$ cat src/rtl/mf_align_pkg.sv
package mf_align_pkg;
  typedef enum logic [1:0] {
    ST_HUNT  = 2'd0,
    ST_PROVE = 2'd1,
    ST_LOCK  = 2'd2
  } align_state_e;
endpackage

$ cat src/rtl/mf_bit_counter.sv
module mf_bit_counter #(
  parameter int unsigned MF_LEN = 2316
) (
  input  logic clk_i,
  input  logic rst_ni,
  input  logic clr_i,
  output logic due_o
);
  localparam int unsigned CW = (MF_LEN > 2) ? $clog2(MF_LEN) : 1;
  localparam logic [CW-1:0] LAST = CW'(MF_LEN - 1);

  logic [CW-1:0] cnt_q;

  // saturates at LAST; cleared on every accepted pulse
  always_ff @(posedge clk_i or negedge rst_ni) begin
    if (!rst_ni)            cnt_q <= '0;
    else if (clr_i)         cnt_q <= '0;
    else if (cnt_q != LAST) cnt_q <= cnt_q + 1'b1;
  end

  assign due_o = (cnt_q == LAST);
endmodule

$ cat src/rtl/mf_prove_fsm.sv
module mf_prove_fsm
  import mf_align_pkg::*;
#(
  parameter int unsigned PROVE_PERIODS = 3
) (
  input  logic clk_i,
  input  logic rst_ni,
  input  logic sync_i,
  input  logic red_i,
  input  logic due_i,
  output logic cnt_clr_o,
  output logic lock_d_o,
  output logic synced_o,
  output logic los_o
);
  localparam int unsigned FULL = PROVE_PERIODS - 1;  // full-length stages
  localparam int unsigned PW   = (PROVE_PERIODS > 2) ? $clog2(PROVE_PERIODS) : 1;
  localparam logic [PW-1:0] PER_LAST = PW'(FULL - 1);

  align_state_e state_q, state_d;
  logic [PW-1:0] per_q, per_d;
  logic          los_q;

  always_comb begin
    state_d   = state_q;
    per_d     = per_q;
    cnt_clr_o = 1'b0;
    unique case (state_q)
      ST_HUNT: begin
        if (!red_i && sync_i) begin
          state_d   = ST_PROVE;
          per_d     = '0;
          cnt_clr_o = 1'b1;
        end
      end
      ST_PROVE: begin
        if (red_i) begin
          state_d   = ST_HUNT;
          per_d     = '0;
          cnt_clr_o = 1'b1;
        end else if (sync_i) begin
          cnt_clr_o = 1'b1;
          if (!due_i)                 per_d   = '0;  // early: restart from here
          else if (per_q == PER_LAST) state_d = ST_LOCK;
          else                        per_d   = per_q + 1'b1;
        end else if (due_i) begin
          state_d = ST_HUNT;                         // pulse missing
          per_d   = '0;
        end
      end
      ST_LOCK: begin
        if (red_i) begin
          state_d   = ST_HUNT;
          per_d     = '0;
          cnt_clr_o = 1'b1;
        end
      end
      default: begin
        state_d = ST_HUNT;
        per_d   = '0;
      end
    endcase
  end

  always_ff @(posedge clk_i or negedge rst_ni) begin
    if (!rst_ni) begin
      state_q <= ST_HUNT;
      per_q   <= '0;
      los_q   <= 1'b0;
    end else begin
      state_q <= state_d;
      per_q   <= per_d;
      los_q   <= (state_q == ST_LOCK) && (state_d != ST_LOCK);
    end
  end

  assign lock_d_o = (state_d == ST_LOCK);
  assign synced_o = (state_q == ST_LOCK);
  assign los_o    = los_q;
endmodule

$ cat src/rtl/mf_data_gate.sv
module mf_data_gate (
  input  logic clk_i,
  input  logic rst_ni,
  input  logic ser_i,
  input  logic lock_d_i,
  output logic data_o,
  output logic wr_en_o
);
  logic data_q, wr_q;

  always_ff @(posedge clk_i or negedge rst_ni) begin
    if (!rst_ni) begin
      data_q <= 1'b0;
      wr_q   <= 1'b0;
    end else begin
      data_q <= ser_i;
      wr_q   <= lock_d_i;
    end
  end

  assign data_o  = data_q;
  assign wr_en_o = wr_q;
endmodule

$ cat src/rtl/mf_align_monitor.sv
module mf_align_monitor #(
  parameter int unsigned FRAMES        = 12,
  parameter int unsigned FRAME_BITS    = 193,
  parameter int unsigned PROVE_PERIODS = 3
) (
  input  logic clk_i,
  input  logic rst_ni,
  input  logic ser_i,
  input  logic mf_sync_i,
  input  logic red_i,
  output logic synced_o,
  output logic wr_en_o,
  output logic data_o,
  output logic los_o
);
  localparam int unsigned MF_LEN = FRAMES * FRAME_BITS;

  logic due, cnt_clr, lock_d;

  mf_bit_counter #(.MF_LEN(MF_LEN)) u_cnt (
    .clk_i  (clk_i),
    .rst_ni (rst_ni),
    .clr_i  (cnt_clr),
    .due_o  (due)
  );

  mf_prove_fsm #(.PROVE_PERIODS(PROVE_PERIODS)) u_fsm (
    .clk_i     (clk_i),
    .rst_ni    (rst_ni),
    .sync_i    (mf_sync_i),
    .red_i     (red_i),
    .due_i     (due),
    .cnt_clr_o (cnt_clr),
    .lock_d_o  (lock_d),
    .synced_o  (synced_o),
    .los_o     (los_o)
  );

  mf_data_gate u_gate (
    .clk_i    (clk_i),
    .rst_ni   (rst_ni),
    .ser_i    (ser_i),
    .lock_d_i (lock_d),
    .data_o   (data_o),
    .wr_en_o  (wr_en_o)
  );
endmodule

$ cat config.mk
export PLATFORM = sky130hd
export DESIGN_NAME = mf_align_monitor
export DESIGN_NICKNAME = d
export VERILOG_FILES = /design/src/rtl/mf_align_pkg.sv /design/src/rtl/mf_bit_counter.sv /design/src/rtl/mf_prove_fsm.sv /design/src/rtl/mf_data_gate.sv /design/src/rtl/mf_align_monitor.sv
export SDC_FILE = /design/constraint.sdc
export NUM_CORES = 1
export LEC_CHECK = 0
export ABC_CLOCK_PERIOD_IN_PS = 2300
export BUFFER_PORTS_ARGS = -buffer_cell sky130_fd_sc_hd__buf_2
export CAP_MARGIN = 20
export CORE_MARGIN = 3
export CORE_UTILIZATION = 57
export CTS_CLUSTER_DIAMETER = 60
export DETAILED_ROUTE_END_ITERATION = 8
export PLACE_DENSITY = 0.76
export SLEW_MARGIN = 10
export SYNTH_ARGS = -nofsm -noshare
export SYNTH_HDL_FRONTEND = slang
export SYNTH_SLANG_ARGS = --single-unit
$ cat constraint.sdc
create_clock -name clk_i -period 2.3 [get_ports clk_i]
set_input_delay 0.23 -clock clk_i [delete_from_list [all_inputs] [get_ports clk_i]]
set_output_delay 0.23 -clock clk_i [all_outputs]
set_load 0.005 [all_outputs]
==> impl_results.rst, run 1 <==
.. list-table::
   :header-rows: 1

   * - Metric
     - Value
   * - RSZ-0062 raised after global routing
     - no
   * - Number of max-slew violations in the final report
     - 0
   * - Wire length of the first global-routing pass
     - about 3.1 mm
   * - Height of the chip
     - slightly below 50 um
   * - Gate Count Post-Synth
     - ~100
   * - Synth area leaders
     - sky130_fd_sc_hd__dfrtp_1, sky130_fd_sc_hd__xnor2_1, sky130_fd_sc_hd__nor2_1
   * - DRC violations left
     - 0
   * - Routed length per instance
     - 13.3 um
   * - Required time at the endpoint of the critical path
     - approximately 2500 ps
   * - Width of the die
     - approximately 48 um
   * - Area of the core
     - roughly 1600 sq um
   * - Start-to-end type of the worst setup path
     - flop to flop
   * - Remaining global-route overflow
     - 0
   * - CP max FO
     - 7
   * - CTS clock-pin slew for the worst setup and hold paths
     - about 100 ps
   * - Die ar.
     - roughly 2300 sq um
   * - Period utilization
     - 0.844
   * - Total setup violations reported at the end of the flow
     - 0
   * - Number of synthesized flops with an enable pin
     - 0
   * - Mapped cell area
     - 1020 sq um
   * - Number of cells on the worst hold path
     - 1
   * - Largest family of logic cells by synthesized area
     - simple AND/OR/NAND/NOR gates
   * - Initial antenna violation count
     - 0
   * - Pin count of the biggest net entering global routing
     - 20
   * - Total power of the final layout
     - around 600 uW
   * - Number of routed nets with antenna violations
     - 0
   * - Post-cts sizing count
     - 0
   * - Number of search-and-repair iterations in the first detailed-routing pass
     - 4
   * - Clock tree from TritonCTS
     - built
   * - Status
     - finished clean
   * - Number of nets in the layout
     - 122
   * - Worst skew pair latency
     - slightly below 300 ps
   * - Initial detailed-routing violation count
     - 22
   * - Synth async-reset ratio
     - 1.00
   * - Synthesized flop and latch total
     - 19
   * - Synth warnings
     - 0
   * - Growth of design area from synthesis to finish
     - 9.70%
   * - Total negative slack
     - 0 ps
   * - Type of element capturing the critical path
     - flop
   * - Slew headroom
     - 0.681
   * - Critical path arrival
     - 2120 ps
   * - Drt total wl
     - ~1.8 mm
   * - Final Hold Violating Endpoints
     - 0
   * - I/O Pins
     - 9
   * - Combined global-route utilization of all metal layers
     - 0.194
   * - Share of Yosys cell area claimed by the top area cell type
     - 0.467
   * - Number of buffer cells added on primary ports
     - 8
   * - Leakage Power
     - 0.000464 uW
   * - Sequential-to-total area share from yosys stat
     - 0.467
   * - Hold buffers post-CTS
     - 1
   * - Post-DP HPWL
     - between 1 and 1.5 mm
   * - Number of antenna cells inserted
     - 0
   * - Average footprint of a synthesized cell
     - 9.79 sq um
   * - Cell depth of the worst flop-to-flop path
     - 4
   * - Power per cell area
     - roughly 530 nW/um^2
   * - Flip-flop cell with the highest count after synthesis
     - sky130_fd_sc_hd__dfrtp_1
   * - Layout filler cell count
     - about 120
   * - Setup Fix Bufs, Post-CTS
     - 0
   * - Arithmetic-cell share of the synthesized area counting full adders, half adders and majority gates
     - 0.0246
   * - Final GP Congestion
     - approximately 0.76
   * - H-tree lvl count
     - 1
   * - Number of global-route vias before repair
     - between 700 and 800
   * - Via-per-instance ratio
     - between 5 and 6
   * - Commonest cells after routing, fill and taps aside
     - sky130_fd_sc_hd__dfrtp_1, sky130_fd_sc_hd__nor2_1, sky130_fd_sc_hd__buf_2, sky130_fd_sc_hd__xnor2_1, sky130_fd_sc_hd__nand2_1
   * - Most frequent standard cell in the layout excluding fill and tap cells
     - sky130_fd_sc_hd__dfrtp_1
   * - Post-synthesis share of cell area spent on xor and xnor gates
     - 0.0774
   * - Top cell type by total area after synthesis
     - sky130_fd_sc_hd__dfrtp_1
   * - Synthesized netlist net count
     - between 100 and 150
   * - CTS max path bufs
     - 2
   * - Total number of vias
     - 766
   * - Peak supply drop
     - 0.000426 V
   * - Clock buffer count from CTS
     - 3
   * - Slew at the pin closest to its max-slew limit
     - about 470 ps
   * - Initial cell density of the core
     - 0.639
   * - Clk root buf
     - sky130_fd_sc_hd__clkbuf_4
   * - Simple-Gate Fraction of Synth Area
     - 0.301
   * - Worst hold path type
     - input pin to flop
   * - Num rows
     - 14
   * - Compound-gate portion of the synthesized area
     - 0.0958
   * - Nature of the critical path startpoint
     - flop
   * - Count of cell types in the netlist
     - 33
   * - Worst clock skew
     - approximately 1.1 ps
   * - Clk sink count
     - 19
   * - Fraction of final layout cells with drive strength greater than 1
     - 0.175
   * - Maximum operating frequency
     - between 500 and 600 MHz
   * - Max-capacitance violation count
     - 0
   * - Mux cell area share after synthesis
     - 0
   * - Clock period minus worst slack
     - roughly 1900 ps
[worst max-delay path: stages, from the launching register on]
cell and delay, ps:
sky130_fd_sc_hd__dfrtp_1 480, sky130_fd_sc_hd__or4b_4 550, sky130_fd_sc_hd__or3_1 470, sky130_fd_sc_hd__a211oi_2 250
sky130_fd_sc_hd__o31ai_1 90
[cells in the mapped netlist, types with 2 or more instances]
| master | instances |
|---|---|
| sky130_fd_sc_hd__nand2b_1 | 2 |
| sky130_fd_sc_hd__nor3_1 | 3 |
| sky130_fd_sc_hd__inv_1 | 5 |
| sky130_fd_sc_hd__o31ai_1 | 2 |
| sky130_fd_sc_hd__a31oi_1 | 2 |
| sky130_fd_sc_hd__xor2_1 | 2 |
| sky130_fd_sc_hd__clkbuf_1 | 3 |
| sky130_fd_sc_hd__nor2_1 | 11 |
| sky130_fd_sc_hd__or3_1 | 2 |
| sky130_fd_sc_hd__nand3_1 | 4 |
| sky130_fd_sc_hd__xnor2_1 | 7 |
| sky130_fd_sc_hd__ha_1 | 2 |
| sky130_fd_sc_hd__nor4b_1 | 3 |
| sky130_fd_sc_hd__dfrtp_1 | 19 |
| sky130_fd_sc_hd__nand4b_1 | 2 |
| sky130_fd_sc_hd__nand2_1 | 6 |
| sky130_fd_sc_hd__and2_1 | 2 |
| sky130_fd_sc_hd__nand4_1 | 3 |
| sky130_fd_sc_hd__nor4_1 | 3 |
| sky130_fd_sc_hd__nor2b_1 | 3 |
| sky130_fd_sc_hd__a21oi_1 | 3 |
| sky130_fd_sc_hd__o21ai_0 | 3 |
| sky130_fd_sc_hd__o21ba_2 | 2 |
[final timing paths]
path / startpoint / end / slack, ps
min in group asynchronous: rst_ni / u_fsm.per_q[0]$_DFFE_PN0P_ / 390
min reg2reg: u_cnt.cnt_q[11]$_DFFE_PN0P_ / u_cnt.cnt_q[11]$_DFFE_PN0P_ / 580
max reg2reg: u_cnt.cnt_q[7]$_DFFE_PN0P_ / u_fsm.per_q[1]$_DFFE_PN0P_ / 360
max: u_cnt.cnt_q[7]$_DFFE_PN0P_ / u_fsm.per_q[1]$_DFFE_PN0P_ / 360
min: ser_i / u_gate.data_o$_DFF_PN0_ / 40
max in group asynchronous: rst_ni / u_cnt.cnt_q[1]$_DFFE_PN0P_ / 1630
[power by group]
group	total (uW)	switching, uW	internal, uW
registers	372	22.2	350
clock network	159	94.3	64.6
logic	64.4	34.2	30.2
[per-stage QoR]
step / setup slack (ps) / instances / hold slack [ps] / area, sq um / utilization
finish: 359 / 138 / 40.3 / 1120 / 0.701
global placement: 427 / 133 / 183 / 1080 / 0.677
floorplan: 461 / 104 / -65.6 / 1020 / -
detailed placement: 386 / 133 / 185 / 1080 / 0.677
global route: 290 / 138 / 13.7 / 1120 / 0.701
CTS: 370 / 138 / 28.3 / 1120 / 0.701
[registers in the layout, indices dropped and copies added, names as in the netlist]
signal,flops
u_cnt.cnt_q,12
u_fsm.los_o,1
u_fsm.per_q,2
u_fsm.state_q,2
u_gate.data_o,1
u_gate.wr_en_o,1
[routing by layer]
metal	vias to the layer above	wire length [um]	track usage
li1	390	-	-
met1	364	939	0.269
met2	10	823	0.286
met3	2	67	0.0627
met4	0	9	0.0645
met5	-	0	0
[layout make-up]
type	instances	area [sq um]	share of cell area
clock buffers	3	22.5	0.0202
clock inverters	1	5.00	0.00448
inverters	5	18.8	0.0168
multi-input cells	76	508	0.455
flip-flops and latches	19	475	0.426
well taps	24	30.0	0.0269
repair buffers	10	57.6	0.0515
[cell families after synthesis]
group,after synthesis
xor gates and xnor gates,9
adders and majority gates,2
buffers and inverters,9
AOI/OAI and AO/OA,14
DFF,19
and+or+nand+nor,51
(Power assumes the default switching activity.)
==> run 2, diff against run 1 <==
- ABC_CLOCK_PERIOD_IN_PS: 2300 -> 1810
- clock period: 2.3 -> 1.81 ns (I/O delays scaled with it)
==> run 2 against run 1 <==
Compared with the run above:
- worst setup slack worse by 320 ps
- via count up 13%
- fmax up 9.9%
- sequential cell count unchanged
- total power up 36%
==> impl_results.rst, run 2 (synthesized netlist as in run 1, its figures left out) <==
.. list-table::
   :header-rows: 1

   * - Metric
     - Value
   * - Biggest registers after layout
     - u_cnt.cnt_q: 12 flops, u_fsm.per_q: 2 flops, u_fsm.state_q: 2 flops (unchanged)
   * - Total setup violations reported at the end of the flow
     - 0 (unchanged)
   * - Pin count of the biggest net entering global routing
     - 20 (unchanged)
   * - Commonest cells after routing, fill and taps aside
     - sky130_fd_sc_hd__dfrtp_1, sky130_fd_sc_hd__buf_4, sky130_fd_sc_hd__nor2_1, sky130_fd_sc_hd__buf_2, sky130_fd_sc_hd__xnor2_1 (was sky130_fd_sc_hd__dfrtp_1, sky130_fd_sc_hd__nor2_1, sky130_fd_sc_hd__buf_2, sky130_fd_sc_hd__xnor2_1, sky130_fd_sc_hd__nand2_1)
   * - H-tree lvl count
     - 1 (unchanged)
   * - Number of global-route vias before repair
     - 767 (was 723)
   * - Start-to-end type of the worst setup path
     - flop to flop (unchanged)
   * - Clock buffer count from CTS
     - 3 (unchanged)
   * - Register with the most flip-flops
     - u_cnt.cnt_q (unchanged)
   * - CTS clock-pin slew for the worst setup and hold paths
     - 110 ps (was 100 ps)
   * - Width of the die
     - 48.3 um (unchanged)
   * - RSZ-0062 raised after global routing
     - yes (was no)
   * - Combined global-route utilization of all metal layers
     - 0.218 (was 0.194)
   * - Most frequent standard cell in the layout excluding fill and tap cells
     - sky130_fd_sc_hd__dfrtp_1 (unchanged)
   * - Period utilization
     - 0.976 (was 0.844)
   * - Post-DP HPWL
     - 1.51 mm (was 1.34 mm)
   * - Final Hold Violating Endpoints
     - 0 (unchanged)
   * - Worst skew pair latency
     - 300 ps (was 290 ps)
   * - Initial cell density of the core
     - 0.639 (unchanged)
   * - Multi-input gate area in the final layout
     - 532 sq um (was 508 sq um)
   * - Storage cell area
     - 475 sq um (unchanged)
   * - Die ar.
     - 2330 sq um (unchanged)
   * - Slack of the worst reg-to-reg path
     - 40 ps (was 360 ps)
   * - Initial detailed-routing violation count
     - 21 (was 22)
   * - Fraction of final layout cells with drive strength greater than 1
     - 0.275 (was 0.175)
   * - Power per cell area
     - 636 nW/um^2 (was 533 nW/um^2)
   * - Required time at the endpoint of the critical path
     - 2000 ps (was 2480 ps)
   * - Cell depth of the worst flop-to-flop path
     - 4 (unchanged)
   * - Slew headroom
     - 0.699 (was 0.681)
   * - Leakage Power
     - 0.000571 uW (was 0.000464 uW)
   * - Number of max-slew violations in the final report
     - 0 (unchanged)
   * - Final GP Congestion
     - 0.826 (was 0.758)
   * - Clock period minus worst slack
     - 1770 ps (was 1940 ps)
   * - Max-capacitance violation count
     - 0 (unchanged)
   * - Height of the chip
     - 48.3 um (unchanged)
   * - Number of routed nets with antenna violations
     - 0 (unchanged)
   * - Crit path capture
     - u_fsm.per_q[0]$_DFFE_PN0P_ (was u_fsm.per_q[1]$_DFFE_PN0P_)
   * - Total power of the final layout
     - 808 uW (was 595 uW)
   * - Clk root buf
     - sky130_fd_sc_hd__clkbuf_4 (unchanged)
   * - Peak supply drop
     - 0.000610 V (was 0.000426 V)
   * - Routed length per instance
     - 13.5 um (was 13.3 um)
   * - Area of the core
     - 1590 sq um (unchanged)
   * - FF-to-FF Start
     - u_cnt.cnt_q[6]$_DFFE_PN0P_ (was u_cnt.cnt_q[7]$_DFFE_PN0P_)
   * - I/O Pins
     - 9 (unchanged)
   * - Num rows
     - 14 (unchanged)
   * - Number of antenna cells inserted
     - 0 (unchanged)
   * - DRC violations left
     - 0 (unchanged)
   * - Smallest hold slack
     - 176 ps (was 40.3 ps)
   * - Maximum operating frequency
     - 566 MHz (was 515 MHz)
   * - Number of buffer cells added on primary ports
     - 8 (unchanged)
   * - Type of element capturing the critical path
     - flop (unchanged)
   * - CTS max path bufs
     - 2 (unchanged)
   * - Worst clock skew
     - 4.99 ps (was 1.05 ps)
   * - Growth of design area from synthesis to finish
     - 24.7% (was 9.70%)
   * - Nature of the critical path startpoint
     - flop (unchanged)
   * - Layout filler cell count
     - 105 (was 123)
   * - Slew at the pin closest to its max-slew limit
     - 445 ps (was 474 ps)
   * - Remaining global-route overflow
     - 0 (unchanged)
   * - Worst hold path type
     - input pin to flop (unchanged)
   * - Clock tree from TritonCTS
     - built (unchanged)
   * - Worst setup startpoint
     - u_cnt.cnt_q[6]$_DFFE_PN0P_ (was u_cnt.cnt_q[7]$_DFFE_PN0P_)
   * - Critical path arrival
     - 1960 ps (was 2120 ps)
   * - RR Endpoint
     - u_fsm.per_q[0]$_DFFE_PN0P_ (was u_fsm.per_q[1]$_DFFE_PN0P_)
   * - Initial antenna violation count
     - 0 (unchanged)
   * - Number of nets in the layout
     - 139 (was 122)
   * - Number of flip-flops under the largest register name
     - 12 (unchanged)
   * - Via-per-instance ratio
     - 5.56 (was 5.55)
   * - Drt total wl
     - 2.10 mm (was 1.84 mm)
   * - Status
     - finished clean (unchanged)
   * - Wire length of the first global-routing pass
     - 3.33 mm (was 3.15 mm)
   * - Number of search-and-repair iterations in the first detailed-routing pass
     - 6 (was 4)
   * - CP max FO
     - 4 (was 7)
   * - Total number of vias
     - 862 (was 766)
   * - Clk sink count
     - 19 (unchanged)
## run 2: cell count changes in the layout (fill, tap and decap cells not counted)
cell | before | now
sky130_fd_sc_hd__or3_4 | 0 | 1
sky130_fd_sc_hd__or3b_4 | 0 | 1
sky130_fd_sc_hd__dlygate4sd3_1 | 1 | 2
sky130_fd_sc_hd__clkbuf_1 | 0 | 1
sky130_fd_sc_hd__a211oi_2 | 1 | 0
sky130_fd_sc_hd__nor4_2 | 1 | 0
sky130_fd_sc_hd__nor4_4 | 0 | 1
sky130_fd_sc_hd__or3_1 | 2 | 1
sky130_fd_sc_hd__buf_4 | 1 | 17
sky130_fd_sc_hd__or3b_2 | 1 | 0
sky130_fd_sc_hd__clkinv_2 | 1 | 0
sky130_fd_sc_hd__a211oi_4 | 0 | 1
## run 2: worst max-delay path: stages, from the launching register on
cell and delay [ps]:
sky130_fd_sc_hd__dfrtp_1 400, sky130_fd_sc_hd__or4b_4 560, sky130_fd_sc_hd__or3_4 390, sky130_fd_sc_hd__a211oi_4 230, sky130_fd_sc_hd__o31ai_1 90
## run 2: stage by stage
step | TNS, ps | setup slack [ps] | area (sq um) | utilization | instances
2_1_floorplan | -45.7 | -24.0 | 1020 | - | 104
3_3_place_gp | 0 | 24.8 | 1190 | 0.748 | 148
3_5_place_dp | -10.8 | -7.31 | 1190 | 0.748 | 148
4_1_cts | 0 | 29.8 | 1240 | 0.780 | 154
5_1_grt | -33.6 | -22.4 | 1270 | 0.797 | 155
6_report | 0 | 43.9 | 1270 | 0.797 | 155
## run 2: repair_timing
action                                 4_1_cts  5_1_grt
pin swaps                                    0        1
endpoints found under the hold margin       20        0
setup endpoints to repair                    2        2
hold buffers                                 2        0
gates resized for setup                      1        3
setup buffers                                0        1
## run 2: layout make-up
cell class | count | area share
Tap cell | 24 | 0.0236
Clock buffer | 4 | 0.0207
Multi-Input combinational cell | 76 | 0.419
Timing Repair Buffer | 27 | 0.148
Sequential cell | 19 | 0.374
Inverter | 5 | 0.0148
## run 2: layer usage
layer | vias to the layer above | track usage | wire length (um)
li1 | 423 | - | -
met3 | 4 | 0.0443 | 73
met2 | 21 | 0.339 | 1010
met4 | 0 | 0.113 | 35
met1 | 414 | 0.285 | 977
met5 | - | 0 | 0
## run 2: worst min path at each step
stage | depth (start not counted) | endpoint | startpoint
3_5_place_dp | 1 | u_gate.wr_en_o$_DFF_PN0_ | rst_ni
3_3_place_gp | 1 | u_fsm.state_q[1]$_DFF_PN0_ | rst_ni
4_1_cts | 2 | u_fsm.state_q[0]$_DFF_PN0_ | red_i
5_1_grt | 2 | u_fsm.state_q[0]$_DFF_PN0_ | red_i
6_report | 2 | u_fsm.per_q[1]$_DFFE_PN0P_ | red_i
2_1_floorplan | 0 | u_cnt.cnt_q[0]$_DFFE_PN0P_ | rst_ni
## run 2: where the power goes
part / switching (uW) / internal (uW) / leakage (uW)
clock: 131 / 85.8 / 0.0000150
combinational: 65.2 / 63.7 / 0.000298
sequential: 17.3 / 444 / 0.000258
total: 214 / 594 / 0.000571
